<file path="config.mk">
export PLATFORM = sky130hd
export DESIGN_NAME = cmd_queue_scan
export DESIGN_NICKNAME = d
export VERILOG_FILES = /design/src/rtl/cqs_pkg.sv /design/src/rtl/cqs_fifo.sv /design/src/rtl/cqs_seq.sv /design/src/rtl/cqs_flags.sv /design/src/rtl/cmd_queue_scan.sv
export SDC_FILE = /design/constraint.sdc
export NUM_CORES = 1
export LEC_CHECK = 0
export BUFFER_PORTS_ARGS = -buffer_cell sky130_fd_sc_hd__buf_2
export CORE_UTILIZATION = 53
export CTS_BUF_LIST = sky130_fd_sc_hd__clkbuf_8 sky130_fd_sc_hd__clkbuf_16
export DETAILED_ROUTE_END_ITERATION = 8
export PLACE_DENSITY = 0.74
export SETUP_SLACK_MARGIN = 0.3
export SYNTH_ARGS = -nofsm -noshare
export SYNTH_HDL_FRONTEND = slang
export SYNTH_HIERARCHICAL = 1
export SYNTH_SLANG_ARGS = --single-unit
export TNS_END_PERCENT = 10
</file>
<file path="constraint.sdc">
create_clock -name clk -period 2.95 [get_ports clk]
set_clock_uncertainty 0.1 [all_clocks]
set_input_delay 0.59 -clock clk [delete_from_list [all_inputs] [get_ports clk]]
set_output_delay 0.59 -clock clk [all_outputs]
set_load 0.03 [all_outputs]
</file>
<file path="src/rtl/cqs_pkg.sv">
// Shared constants and types for the command queue scan controller.
// Assumes a 32-bit message whose upper half is the header.
package cqs_pkg;
    localparam int MSG_W   = 32;
    localparam int CMD_W   = 16;
    localparam int EOQ_POS = 31;
    localparam int NFLAGS  = 3;
    localparam int FL_OVF  = 0;
    localparam int FL_UDF  = 1;
    localparam int FL_EOQ  = 2;

    typedef enum logic [1:0] {
        ST_IDLE  = 2'd0,
        ST_ARMED = 2'd1,
        ST_XFER  = 2'd2,
        ST_WAIT  = 2'd3
    } scan_state_e;
endpackage

</file>
<file path="src/rtl/cqs_fifo.sv">
// Small synchronous FIFO for command messages.
// Assumes the caller never asserts wr_en when full or rd_en when empty.
// rd_data shows the head entry combinationally.
module cqs_fifo #(
    parameter int W     = 32,
    parameter int DEPTH = 4
) (
    input  logic         clk,
    input  logic         rst_n,
    input  logic         wr_en,
    input  logic [W-1:0] wr_data,
    input  logic         rd_en,
    output logic [W-1:0] rd_data,
    output logic         full,
    output logic         empty
);
    localparam int AW = (DEPTH > 1) ? $clog2(DEPTH) : 1;
    localparam int CW = $clog2(DEPTH + 1);
    localparam logic [AW-1:0] LAST = AW'(DEPTH - 1);

    logic [W-1:0]  mem [DEPTH];
    logic [AW-1:0] wr_ptr, rd_ptr;
    logic [CW-1:0] count;

    // Store a message at the write pointer.
    always_ff @(posedge clk) begin
        if (wr_en) mem[wr_ptr] <= wr_data;
    end

    // Advance the pointers and track the occupancy.
    always_ff @(posedge clk) begin
        if (!rst_n) begin
            wr_ptr <= '0;
            rd_ptr <= '0;
            count  <= '0;
        end else begin
            if (wr_en) wr_ptr <= (wr_ptr == LAST) ? '0 : wr_ptr + 1'b1;
            if (rd_en) rd_ptr <= (rd_ptr == LAST) ? '0 : rd_ptr + 1'b1;
            case ({wr_en, rd_en})
                2'b10:   count <= count + 1'b1;
                2'b01:   count <= count - 1'b1;
                default: count <= count;
            endcase
        end
    end

    // Head and status outputs.
    always_comb begin
        rd_data = mem[rd_ptr];
        full    = (count == CW'(DEPTH));
        empty   = (count == '0);
    end
endmodule

</file>
<file path="src/rtl/cqs_seq.sv">
// Scan state machine: arm, trigger, end-of-queue handling, and rearm.
// Assumes pop_fire only when the block is transferring, with pop_eoq
// describing the command being taken.
module cqs_seq
    import cqs_pkg::*;
(
    input  logic        clk,
    input  logic        rst_n,
    input  logic        arm,
    input  logic        disarm,
    input  logic        trig,
    input  logic        mode_in,
    input  logic        pop_fire,
    input  logic        pop_eoq,
    output scan_state_e state,
    output logic        mode_q,
    output logic        xfer_en
);
    scan_state_e nxt;

    // Next-state decision; disarm overrides every other input.
    always_comb begin
        nxt = state;
        if (disarm) begin
            nxt = ST_IDLE;
        end else begin
            case (state)
                ST_IDLE:  if (arm)  nxt = ST_ARMED;
                ST_ARMED: if (trig) nxt = ST_XFER;
                ST_XFER:  if (pop_fire && pop_eoq)
                              nxt = mode_q ? ST_ARMED : ST_WAIT;
                ST_WAIT:  if (arm)  nxt = ST_ARMED;
                default:  nxt = ST_IDLE;
            endcase
        end
    end

    // State register.
    always_ff @(posedge clk) begin
        if (!rst_n) state <= ST_IDLE;
        else        state <= nxt;
    end

    // The scan mode follows mode_in only while idle.
    always_ff @(posedge clk) begin
        if (!rst_n)                mode_q <= 1'b0;
        else if (state == ST_IDLE) mode_q <= mode_in;
    end

    // Transfer window indicator.
    always_comb xfer_en = (state == ST_XFER);
endmodule

</file>
<file path="src/rtl/cqs_flags.sv">
// Bank of sticky status flags, one per set input.
// A set condition in the same cycle as the common clear keeps the flag set.
module cqs_flags #(
    parameter int N = 3
) (
    input  logic         clk,
    input  logic         rst_n,
    input  logic [N-1:0] set,
    input  logic         clr,
    output logic [N-1:0] flag
);
    for (genvar i = 0; i < N; i++) begin : g_flag
        // One sticky bit.
        always_ff @(posedge clk) begin
            if (!rst_n)      flag[i] <= 1'b0;
            else if (set[i]) flag[i] <= 1'b1;
            else if (clr)    flag[i] <= 1'b0;
        end
    end
endmodule

</file>
<file path="src/rtl/cmd_queue_scan.sv">
// Top level of the triggered command queue scan controller.
// It joins the message FIFO, the scan state machine, and the status flags.
// It assumes the control inputs are single-cycle pulses.
module cmd_queue_scan
    import cqs_pkg::*;
#(
    parameter int DEPTH = 4
) (
    input  logic             clk,
    input  logic             rst_n,
    input  logic             push_valid,
    input  logic [MSG_W-1:0] push_data,
    output logic             push_ready,
    output logic             fill_req,
    output logic             cmd_valid,
    output logic [CMD_W-1:0] cmd_out,
    input  logic             cmd_ready,
    input  logic             mode_in,
    input  logic             arm,
    input  logic             disarm,
    input  logic             sw_trig,
    input  logic             hw_trig,
    input  logic             clr_flags,
    output logic [1:0]       state_o,
    output logic             mode_o,
    output logic             ovf_flag,
    output logic             udf_flag,
    output logic             eoq_flag
);
    logic [MSG_W-1:0]        head;
    logic                    full, empty, xfer_en;
    logic                    push_fire, pop_fire, head_eoq;
    logic [NFLAGS-1:0]       fl_set, fl_q;
    logic [EOQ_POS-CMD_W-1:0] unused_hdr;
    scan_state_e             state;

    // Handshake and event decode.
    always_comb begin
        push_ready = !full;
        fill_req   = !full;
        push_fire  = push_valid && !full;
        cmd_valid  = xfer_en && !empty;
        pop_fire   = cmd_valid && cmd_ready;
        head_eoq   = head[EOQ_POS];
        cmd_out    = head[CMD_W-1:0];
        unused_hdr = head[EOQ_POS-1:CMD_W];
        fl_set[FL_OVF] = push_valid && full;
        fl_set[FL_UDF] = xfer_en && empty;
        fl_set[FL_EOQ] = pop_fire && head_eoq;
    end

    cqs_fifo #(.W(MSG_W), .DEPTH(DEPTH)) u_fifo (
        .clk     (clk),
        .rst_n   (rst_n),
        .wr_en   (push_fire),
        .wr_data (push_data),
        .rd_en   (pop_fire),
        .rd_data (head),
        .full    (full),
        .empty   (empty)
    );

    cqs_seq u_seq (
        .clk      (clk),
        .rst_n    (rst_n),
        .arm      (arm),
        .disarm   (disarm),
        .trig     (sw_trig || hw_trig),
        .mode_in  (mode_in),
        .pop_fire (pop_fire),
        .pop_eoq  (head_eoq),
        .state    (state),
        .mode_q   (mode_o),
        .xfer_en  (xfer_en)
    );

    cqs_flags #(.N(NFLAGS)) u_flags (
        .clk   (clk),
        .rst_n (rst_n),
        .set   (fl_set),
        .clr   (clr_flags),
        .flag  (fl_q)
    );

    // Status outputs.
    always_comb begin
        state_o  = state;
        ovf_flag = fl_q[FL_OVF];
        udf_flag = fl_q[FL_UDF];
        eoq_flag = fl_q[FL_EOQ];
    end
endmodule

</file>
## Yosys cells after proc, flatten, opt, wreduce, memory -nomap -nowiden

Memory sizes are Yosys's and may differ from the RTL's. A register that Yosys moved wholly into a read port is not among the register bits.
Index checks and enable logic that the tools add are counted.

| operators by class | value |
|---|---|
| $add $sub $neg | 4 |
| equality and inequality tests | 11 |
| multiplexer cells | 16 |
| bitwise logic cells | 1 |
| reduce and logical (&&, ||, !) cells | 18 |

Operator list:

| operator | number |
|---|---|
| 2-to-1 mux 2 bit | 8 |
| equality test 2 bit, second input constant | 5 |
| nonzero test 2 bit | 4 |
| logical AND 1 bit | 6 |
| 2-to-1 mux 1 bit | 6 |
| != test 2 x 1 -> 1 bit, second input constant | 3 |
| one-hot mux 2 bit (3 select lines) | 1 |
| one-hot mux 3 bit (2 select lines) | 1 |
| adder 2 x 1 -> 2 bit, second input constant | 2 |
| equality test 2 x 1 -> 1 bit, second input constant | 2 |
| OR reduction 2 bit | 2 |
| adder 3 x 1 -> 3 bit, second input constant | 1 |
| equality test 3 bit, second input constant | 1 |
| zero test 3 bit | 1 |
| AND reduction 3 bit | 1 |
| subtractor 3 x 1 -> 3 bit, second input constant | 1 |
| zero test 1 bit | 2 |
| zero test 2 bit | 1 |
| logical OR 1 bit | 1 |
| inverter 1 bit | 1 |

| storage, ports and cells | value |
|---|---|
| register bits after elaboration | 13 |
| memory bits (writable) | 128 |
| input bits | 42 |
| output and inout port bits | 25 |
| word-level logic and storage cells | 59 |
| memories kept | 1 |

Memory list:

| memory | words | bits a word | rd ports | clocked after Yosys merged registers in | write ports | RTL line | text |
|---|---|---|---|---|---|---|---|
| u_fifo.mem | 4 | 32 | 1 | 1 | 1 | cqs_fifo.sv:21 | `logic [W-1:0] mem [DEPTH];` |

## Logic depth before layout (Yosys ltp)

| depth | value |
|---|---|
| word-level depth | 7 |
| mapped depth | 10 |
| gate-level depth less buffers | 10 |

## Cells and area by module

Netlist, hierarchy kept.

By module, submodules not included:

| module | times used | cells an instance | area an instance (um^2) | sequential area each (um^2) |
|---|---|---|---|---|
| cqs_fifo | 1 | 214 | 5122.4 | 4023.9 |
| cqs_seq | 1 | 23 | 209.0 | 60.1 |
| cqs_flags | 1 | 9 | 101.3 | 60.1 |
| cmd_queue_scan | 1 | 9 | 66.3 | 0.0 |

## Worst setup path before layout

No wires, ideal clock.

| path | value |
|---|---|
| path type | register to register |
| start | register u_seq.state[1] |
| end | register u_fifo.count[2] |
| setup time | 0.076 ns |
| data arrival time | 2.214 ns |
| required time | 2.774 ns |
| slack | 0.560 ns |
| cell stages (with the launch flop) | 9 |
| buffers on the path | 0 |
| period minus slack after synthesis | 2.390 ns |
| cell sequence | dfxtp_1 > ha_1 > and3b_2 > ha_1 > inv_1 > fa_1 > xor2_1 > or3_1 > a21boi_0 |

| on the way | value |
|---|---|
| word-level cells in the longest chain between the ends | 5 |
| elaborated cells between the ends (all ways) | 7 |
| those cells by class | eq/ne: 3; mux: 1; reduce/logical: 3 |

RTL lines:

| what | RTL line | text |
|---|---|---|
| from (decl) | cqs_seq.sv:15 | `output scan_state_e state,` |
| from (signal assigned) | cqs_seq.sv:41 | `else state <= nxt;` |
| equality test 2 bit * | cqs_seq.sv:51 | `always_comb xfer_en = (state == ST_XFER);` |
| via xfer_en | cmd_queue_scan.sv:31 | `logic full, empty, xfer_en;` |
| logical AND 1 bit * | cmd_queue_scan.sv:42 | `cmd_valid = xfer_en && !empty;` |
| logical AND 1 bit * | cmd_queue_scan.sv:43 | `pop_fire = cmd_valid && cmd_ready;` |
| via pop_fire | cmd_queue_scan.sv:32 | `logic push_fire, pop_fire, head_eoq;` |
| equality test 2 x 1 -> 1 bit / equality test 2 bit (equally long branches) | cqs_fifo.sv:39 | `case ({wr_en, rd_en})` |
| one-hot mux 3 bit (2 select lines) / nonzero test 2 bit (equally long branches) | - |  |
| to (signal assigned) | cqs_fifo.sv:40 | `2'b10: count <= count + 1'b1;` |
| to (signal assigned) | cqs_fifo.sv:41 | `2'b01: count <= count - 1'b1;` |
| to (signal assigned) | cqs_fifo.sv:42 | `default: count <= count;` |
| to (decl) | cqs_fifo.sv:23 | `logic [CW-1:0] count;` |

The timed path passes the listed nets; every way through them passes the cells marked *.
A chain may end at the register's enable or synchronous reset.

==> out/metrics.cfg <==
[run_status]
status=finished clean

[power]
sequentialPowerShare=0.522
p_total_mw=2.55
combPwrFrac=0.073
ir_drop_mv=0.332
p_clk_frac=0.405
switching_share=0.202
p_int_mw=2.04
power.leakage_nw=1.45
p_per_area_nw_per_um2=650
switching_power_uw=514

[placement]
dp_cells=304
io_buffers=51
pre_cts_ws_ps=532
gp_routability_congestion=0.678
hpwl_mm=3.25
postPlaceCellArea_um2=3660

[cts]
cts_tree=yes
cts.clk_slew.worst_paths_ps=80
clockBufferDepth=2
cts_resized=0
cts_setup_buffers=0
htreeDepth=3
cts_buffers=9
hold_buffers=0
clkSinkCount=83
root_buffer=clkbuf_8
clk_latency_ps=330

[critical_path]
ff2ff_path_depth=9
crit_arrival_ps=1740
worstPathCellList=buf_4, mux4_1, buf_2
crit_path_start_kind=register
worstSetupPathDepth=3
cp_top_family=multiplexers
r2r_slack_ps=560
crit_fanout=17
endpoint_kind=primary output
path_buf_inv=2
critPathKind=reg2out
critical_path.max_stage_delay_ps=580
worst_path_max_delay_cell=mux4_1
critPathRequiredTime_ps=2260

[grt]
grt_pass1_vias=1670
grt-ovfl-total=0
antenna_found_initial=0
grt_pass1_wl_mm=8.21
grtUsageTotal=0.178
grt_max_degree=18

[floorplan]
die_x_um=81.3
fp.dieH_um=81.3
io_pins=67
initial_core_util=0.557
row_count=28
die_area_um2=6610
core_area_um2=5990

[worst_hold_path]
hold_path.class=in2reg
holdPathStages=1

[routing]
drt_iter0_markers=81
final_antenna_net_count=0
drt_wl_total_mm=5.19
vias_per_cell=5.20
dr.pass1.iters=4
wl_per_cell_um=16.3
drc=0
vias=1660

[logic_synthesis]
synthesis.nets=230
ys_warn_count=6
postSynthCellCount=178
synth_area_per_cell_um2=18.7
synthesis.area_um2=3330

[final_layout]
nNetsFinal=292
final_area_um2=3920
area_delta_synth_final_pct=17.6
instances_no_fill=319
fin_util=0.655
drive_gt1_frac=0.373
antenna_cells=0

[sta]
hold_viol=0
tns_ps=0
layout_setup_ws_ps=520
fmax_mhz=412
slew_headroom=0.715
period_needed_ps=2430
fin_worst_hold_slack_ps=360
min_period_over_period=0.824
setup_viol=0
worst_slew_pin_slew_ps=427
drv_slew=0
rsz0062_at_grt=no

[flow_run]
maxCapViolCount=0

## power groups by stage
stage	clock, mW	combinational (mW)	sequential, mW
after global placement	0	0.184	1.36
after detailed placement	0	0.188	1.36
final	1.03	0.185	1.33
after CTS	1.06	0.189	1.33
after floorplan	0	0.115	1.36
after global routing	1.09	0.206	1.34
## routing by layer
layer	vias to the layer above	share of wire	global-route usage
met5	-	0	0
met4	0	0.016	0.0821
met3	8	0.063	0.0618
met2	56	0.48	0.288
met1	791	0.44	0.214
li1	805	-	-
## cell type report
type	instances	area, um2
fillers	419	2070
flip-flops and latches	83	2340
clock inverters	6	138
multi-input cells	80	890
inverters	9	33.8
clock buffers	9	124
well taps	75	93.8
repair buffers	57	300
## registers in the layout (all words and copies together), names as in the netlist, named ones only
name,count
u_seq/mode_q,1
u_seq/state,2
u_fifo/wr_ptr,2
u_fifo/rd_ptr,2
u_fifo/mem,68
u_fifo/count,3
u_flags/flag,3
## placed cells by master (no fill, tap or decap), types with 2 or more instances in the layout
cell	instances
o21a_1	4
mux4_1	2
nor3_1	2
dfxtp_1	15
ha_1	9
nor3b_1	2
edfxtp_1	68
mux2i_1	4
buf_4	6
nand2_1	3
bufinv_16	4
clkbuf_8	9
nor2b_1	11
buf_2	51
mux4_2	15
inv_1	9
o21ai_0	4
and2_1	7
a21boi_0	2
## final timing paths
kind,end,start
hold reg to reg,u_seq/state[0]$_SDFFE_PP0P_,u_seq/state[0]$_SDFFE_PP0P_
setup reg to reg,u_fifo/count[2]$_SDFFE_PN0P_,u_seq/state[0]$_SDFFE_PP0P_
hold / removal,u_fifo/mem[0][14]$_DFFE_PP_,push_data[14]
setup / recovery,cmd_out[0],register
No activity file was read; power rests on OpenSTA's default activity.
